===== src/rtl/lockdet_pkg.sv =====
package lockdet_pkg;
  typedef enum logic {
    LD_FAST = 1'b0,
    LD_SLOW = 1'b1
  } ld_mode_e;
endpackage


===== src/rtl/lockdet_sync.sv =====
module lockdet_sync #(
  parameter int STAGES = 2
) (
  input  logic       clk,
  input  logic       rst,
  input  logic [1:0] d_i,
  output logic [1:0] q_o
);
  generate
    if (STAGES == 0) begin : g_bypass
      assign q_o = d_i;
    end else begin : g_pipe
      logic [1:0] pipe_q [STAGES];
      always_ff @(posedge clk) begin
        if (rst) begin
          for (int i = 0; i < STAGES; i++) pipe_q[i] <= '0;
        end else begin
          pipe_q[0] <= d_i;
          for (int i = 1; i < STAGES; i++) pipe_q[i] <= pipe_q[i-1];
        end
      end
      assign q_o = pipe_q[STAGES-1];
    end
  endgenerate
endmodule


===== src/rtl/lockdet_err_meter.sv =====
module lockdet_err_meter #(
  parameter int UNLOCK_THR = 25,
  parameter int ERR_W      = $clog2(UNLOCK_THR + 2)
) (
  input  logic             clk,
  input  logic             rst,
  input  logic             up_i,
  input  logic             down_i,
  output logic             done_o,
  output logic [ERR_W-1:0] err_o
);
  localparam logic [ERR_W-1:0] ERR_MAX = ERR_W'(UNLOCK_THR + 1);

  logic             act, act_q, done_q;
  logic [ERR_W-1:0] cnt_q, err_q;

  assign act = up_i | down_i;

  always_ff @(posedge clk) begin
    if (rst) begin
      act_q  <= 1'b0;
      done_q <= 1'b0;
      cnt_q  <= '0;
      err_q  <= '0;
    end else begin
      act_q  <= act;
      done_q <= act_q & ~act;
      if (act_q && !act) begin
        err_q <= cnt_q;
        cnt_q <= '0;
      end else if ((up_i ^ down_i) && cnt_q != ERR_MAX) begin
        cnt_q <= cnt_q + 1'b1;
      end
    end
  end

  assign done_o = done_q;
  assign err_o  = err_q;


  err_sat_chk: assert property (@(posedge clk) disable iff (rst)
    cnt_q <= ERR_MAX);


  done_idle_chk: assert property (@(posedge clk) disable iff (rst)
    done_o |-> $past(!act));


  ovl_hold_chk: assert property (@(posedge clk) disable iff (rst)
    (up_i && down_i && act_q) |=> $stable(cnt_q));
endmodule


===== src/rtl/lockdet_qualifier.sv =====
module lockdet_qualifier
  import lockdet_pkg::*;
#(
  parameter int LOCK_THR   = 15,
  parameter int UNLOCK_THR = 25,
  parameter int GOOD_FAST  = 3,
  parameter int GOOD_SLOW  = 5,
  parameter int ERR_W      = $clog2(UNLOCK_THR + 2)
) (
  input  logic             clk,
  input  logic             rst,
  input  logic             done_i,
  input  logic [ERR_W-1:0] err_i,
  input  ld_mode_e         mode_i,
  output logic             lock_o
);
  localparam int GW = $clog2(GOOD_SLOW + 1);
  localparam logic [ERR_W-1:0] LOCK_LIM   = ERR_W'(LOCK_THR);
  localparam logic [ERR_W-1:0] UNLOCK_LIM = ERR_W'(UNLOCK_THR);

  logic          lock_q;
  logic [GW-1:0] good_q, good_nx, need;

  assign need    = (mode_i == LD_SLOW) ? GW'(GOOD_SLOW) : GW'(GOOD_FAST);
  assign good_nx = good_q + 1'b1;

  always_ff @(posedge clk) begin
    if (rst) begin
      lock_q <= 1'b0;
      good_q <= '0;
    end else if (done_i) begin
      if (lock_q) begin
        if (err_i > UNLOCK_LIM) begin
          lock_q <= 1'b0;
          good_q <= '0;
        end
      end else if (err_i < LOCK_LIM) begin
        if (good_nx >= need) begin
          lock_q <= 1'b1;
          good_q <= '0;
        end else begin
          good_q <= good_nx;
        end
      end else begin
        good_q <= '0;
      end
    end
  end

  assign lock_o = lock_q;


  rst_clear_chk: assert property (@(posedge clk)
    rst |=> (!lock_q && good_q == '0));


  rise_on_done_chk: assert property (@(posedge clk) disable iff (rst)
    $rose(lock_q) |-> $past(done_i && err_i < LOCK_LIM));


  bad_restart_chk: assert property (@(posedge clk) disable iff (rst)
    (done_i && !lock_q && err_i >= LOCK_LIM) |=> good_q == '0);


  hold_lock_chk: assert property (@(posedge clk) disable iff (rst)
    (done_i && lock_q && err_i <= UNLOCK_LIM) |=> lock_q);


  drop_lock_chk: assert property (@(posedge clk) disable iff (rst)
    (done_i && lock_q && err_i > UNLOCK_LIM) |=> !lock_q);


  good_bound_chk: assert property (@(posedge clk) disable iff (rst)
    good_q < GW'(GOOD_SLOW));
endmodule


===== src/rtl/pll_lock_detector.sv =====
module pll_lock_detector
  import lockdet_pkg::*;
#(
  parameter int LOCK_THR    = 15,
  parameter int UNLOCK_THR  = 25,
  parameter int GOOD_FAST   = 3,
  parameter int GOOD_SLOW   = 5,
  parameter int SYNC_STAGES = 2
) (
  input  logic clk,
  input  logic rst,
  input  logic up_i,
  input  logic down_i,
  input  logic mode_i,
  output logic lock_o
);
  localparam int ERR_W = $clog2(UNLOCK_THR + 2);

  logic [1:0]       pd_s;
  logic             done;
  logic [ERR_W-1:0] err;

  lockdet_sync #(.STAGES(SYNC_STAGES)) u_sync (
    .clk (clk),
    .rst (rst),
    .d_i ({up_i, down_i}),
    .q_o (pd_s)
  );

  lockdet_err_meter #(.UNLOCK_THR(UNLOCK_THR), .ERR_W(ERR_W)) u_meter (
    .clk    (clk),
    .rst    (rst),
    .up_i   (pd_s[1]),
    .down_i (pd_s[0]),
    .done_o (done),
    .err_o  (err)
  );

  lockdet_qualifier #(
    .LOCK_THR   (LOCK_THR),
    .UNLOCK_THR (UNLOCK_THR),
    .GOOD_FAST  (GOOD_FAST),
    .GOOD_SLOW  (GOOD_SLOW),
    .ERR_W      (ERR_W)
  ) u_qual (
    .clk    (clk),
    .rst    (rst),
    .done_i (done),
    .err_i  (err),
    .mode_i (ld_mode_e'(mode_i)),
    .lock_o (lock_o)
  );
endmodule


===== config.mk =====
export PLATFORM = sky130hd
export DESIGN_NAME = pll_lock_detector
export DESIGN_NICKNAME = d
export VERILOG_FILES = /design/src/rtl/lockdet_pkg.sv /design/src/rtl/lockdet_sync.sv /design/src/rtl/lockdet_err_meter.sv /design/src/rtl/lockdet_qualifier.sv /design/src/rtl/pll_lock_detector.sv
export SDC_FILE = /design/constraint.sdc
export NUM_CORES = 1
export LEC_CHECK = 0
export BUFFER_PORTS_ARGS = -buffer_cell sky130_fd_sc_hd__buf_2
export CORE_MARGIN = 10
export CORE_UTILIZATION = 60
export CTS_BUF_LIST = sky130_fd_sc_hd__clkbuf_16
export DETAILED_ROUTE_END_ITERATION = 10
export PLACE_DENSITY = 0.79
export SLEW_MARGIN = 20
export SYNTH_ARGS = -nofsm -noshare
export SYNTH_HDL_FRONTEND = slang
export SYNTH_SLANG_ARGS = --single-unit

===== constraint.sdc =====
create_clock -name clk -period 4.97 [get_ports clk]
set_input_delay 0.7455 -clock clk [delete_from_list [all_inputs] [get_ports clk]]
set_output_delay 0.7455 -clock clk [all_outputs]
set_load 0.02 [all_outputs]

==> results.cfg <==
[grt]
antenna_found_initial = 0
grt_pass1_wl_mm = 2.415
overflow = 0
globalRouteTotalUtil = 0.09301
grt_pass1_vias = 594
grt_max_degree = 14

[place]
dp.cells = 100
dp_hpwl_um = 975.1
gp_congestion = 0.8253
portBuffers = 5

[synth]
netlist-cell-type-count = 26
ys_seq_area_frac = 0.4611
synth_warnings = 0
ys_ff_latch = 20
ys.flop_type = dfxtp_1
synthTopCellsByCount = 20 x dfxtp_1, 7 x nor2_1, 6 x ha_1, 5 x a22o_1, 5 x nor2b_1
syn-num-nets = 92
synthTopCellsByArea = dfxtp_1 46%, ha_1 8.6%, a22o_1 5.0%, xor2_1 4.0%, nor2b_1 3.6%
synth_most_common_cell = dfxtp_1
syn_inst = 81
synth_top_area_frac = 0.4611
syn_area_per_cell_um2 = 10.72
yosysTopAreaCell = dfxtp_1
syn_area_um2 = 868.3
synthArstFlopShare = 0
synth_edf_count = 0

[worst_setup_path]
cp_data_required_time_ns = 5.14
ff2ff_path_depth = 7
start_kind = register
critPathMaxStageDelay_ns = 0.34
worstSetupEndpoint = u_qual.good_q[0]
arrival_ns = 2.07
path_cells = ha_1, xor2_1, ha_1, and3b_1, a211oi_4, nand3_1, o31ai_2
startpoint = u_qual.good_q[0]
cpMaxStageDelayCell = dfxtp_1
cp-end-kind = register
rr_endpoint = u_qual.good_q[0]
worstReg2RegStart = u_qual.good_q[0]
cp_max_fo = 5
ff2ff_setup_slack_ns = 3.07
cp_common_cell = ha_1
path_class = reg -> reg

[floorplanning]
core_mm2 = 0.001334
rows = 13
initial_core_util = 0.6510
die_area_mm2 = 0.003369
die_y_um = 58.04
io_pins = 6
die_w_um = 58.04

[clock_tree]
cts_setup_buffers = 0
root_buffer = clkbuf_16
clkSinkCount = 20
path_clk_slew_ns = 0.05
cts_tree = yes
cts.path.max_buffers = 2
htreeDepth = 1
cts-resized-gates = 0
hold_buffers = 0
insertion_delay_ns = 0.25
cts_buffers = 3

[pwr]
max-vdd-ir-drop_v = 0.0002772
p_leak_nw = 0.4094
powerDensity_mw_per_mm2 = 359.1

[detailed_routing]
first_iter_violations = 6
vias = 592
first_pass_iters = 3
post_drt_via_cell_ratio = 5.692
route.detailed.drc = 0
drt-total-wl_mm = 1.380
ant_nets = 0
wl_per_cell_um = 13.27

[finish]
nets = 101
final_cells = 104
antenna_cells = 0
nFillCells = 102
syn2layout_area_growth_pct = 13.69
drive_above_1_share = 0.1461

[worst_hold_path]
hold_depth = 1
hold_start = u_sync.g_pipe.pipe_q[0][0]
holdCritPathClass = reg -> reg

[timing]
slew_headroom = 0.7470
min_period_ns = 1.903
finalSetupViolCount = 0
hold_viol = 0
fin_tns_setup_ns = 0
rsz0062_at_grt = false
fin_crit_sh = 0.3830
worst_pin_slew_ns = 0.3795
fmax_mhz = 525.3
maxSlewViolCount = 0
skew_ns = 0.0008886

[status]
status = completed

[flow_run]
drv_cap = 0
## metal layers
metal,GRT usage,wire length [µm],up-vias
li1,-,-,306
met5,0,0,-
met4,0.07718,51,0
met2,0.1396,614,9
met3,0.03486,47,8
met1,0.1015,667,269
## metrics by stage
step / setup WS (ns) / util / hold WS [ns] / power, mW / instance area [µm²]
after floorplan: 3.107 / - / 0.4138 / 0.1880 / 868.3
after global placement: 2.954 / 0.6811 / 0.4171 / 0.1930 / 908.4
after detailed placement: 2.916 / 0.6811 / 0.4242 / 0.1934 / 908.4
after CTS: 3.058 / 0.7402 / 0.4490 / 0.3562 / 987.2
after global routing: 2.934 / 0.7402 / 0.4597 / 0.3682 / 987.2
final: 3.067 / 0.7402 / 0.4413 / 0.3545 / 987.2
## layout make-up
class                           instances  area (µm²)  area share
Clock buffer                            3       75.07     0.07605
Clock inverter                          1       3.754    0.003802
Inverter                                4       15.01     0.01521
Multi-Input combinational cell         56       449.2      0.4550
Sequential cell                        20       400.4      0.4056
Tap cell                               15       18.77     0.01901
Timing Repair Buffer                    5       25.02     0.02535
## placed cells by master, fill, tap and decap left out, types with 2 or more instances in the layout
cell	Yosys	layout
a21oi_1	3	3
a22o_1	5	5
buf_2	0	5
clkbuf_16	0	3
dfxtp_1	20	20
ha_1	6	6
inv_1	4	4
nand2_1	2	2
nand2b_1	4	4
nand3_1	2	2
nand4_1	4	4
nand4b_1	2	2
nor2_1	7	7
nor2b_1	5	5
xor2_1	4	4
## how the worst min path moves through the flow
stage               slack (ns)                          to
floorplan                 0.41  u_sync.g_pipe.pipe_q[0][2]
CTS                       0.45  u_sync.g_pipe.pipe_q[0][2]
global route              0.46  u_sync.g_pipe.pipe_q[0][2]
detailed placement        0.42  u_sync.g_pipe.pipe_q[0][2]
global placement          0.42  u_sync.g_pipe.pipe_q[0][3]
finish                    0.44  u_sync.g_pipe.pipe_q[0][2]
## critical path, delay by kind of cell (launching register included)
| kind | cells | cell delay [ns] |
|---|---|---|
| and+or+nand+nor | 2 | 0.37 |
| xor gates and xnor gates | 1 | 0.15 |
| AOI/OAI and AO/OA | 2 | 0.41 |
| DFF | 1 | 0.34 |
| adders and majority gates | 2 | 0.56 |
## cells by family after synthesis
family	Yosys count	share of synthesized area
compound gates	15	0.1671
xor+xnor	5	0.05043
fa+ha+maj	6	0.08645
buf+inv	5	0.02160
flops	20	0.4611
simple gates	30	0.2133
## report_power, final
group / internal, mW / switching, mW / total (mW) / leakage (nW)
clock network: 0.107 / 0.0567 / 0.164 / 0.0385
registers: 0.165 / 0.00363 / 0.169 / 0.163
logic: 0.00974 / 0.0124 / 0.0222 / 0.208
## state kept, by name (all words and copies together), names as in the netlist
| signal | cells |
|---|---|
| u_qual.lock_o | 1 |
| u_meter.act_q | 1 |
| u_meter.err_o | 5 |
| u_meter.done_o | 1 |
| u_sync.g_pipe.pipe_q | 4 |
| u_meter.cnt_q | 5 |
| u_qual.good_q | 3 |
Note: power is estimated with default switching activity, not from simulation.
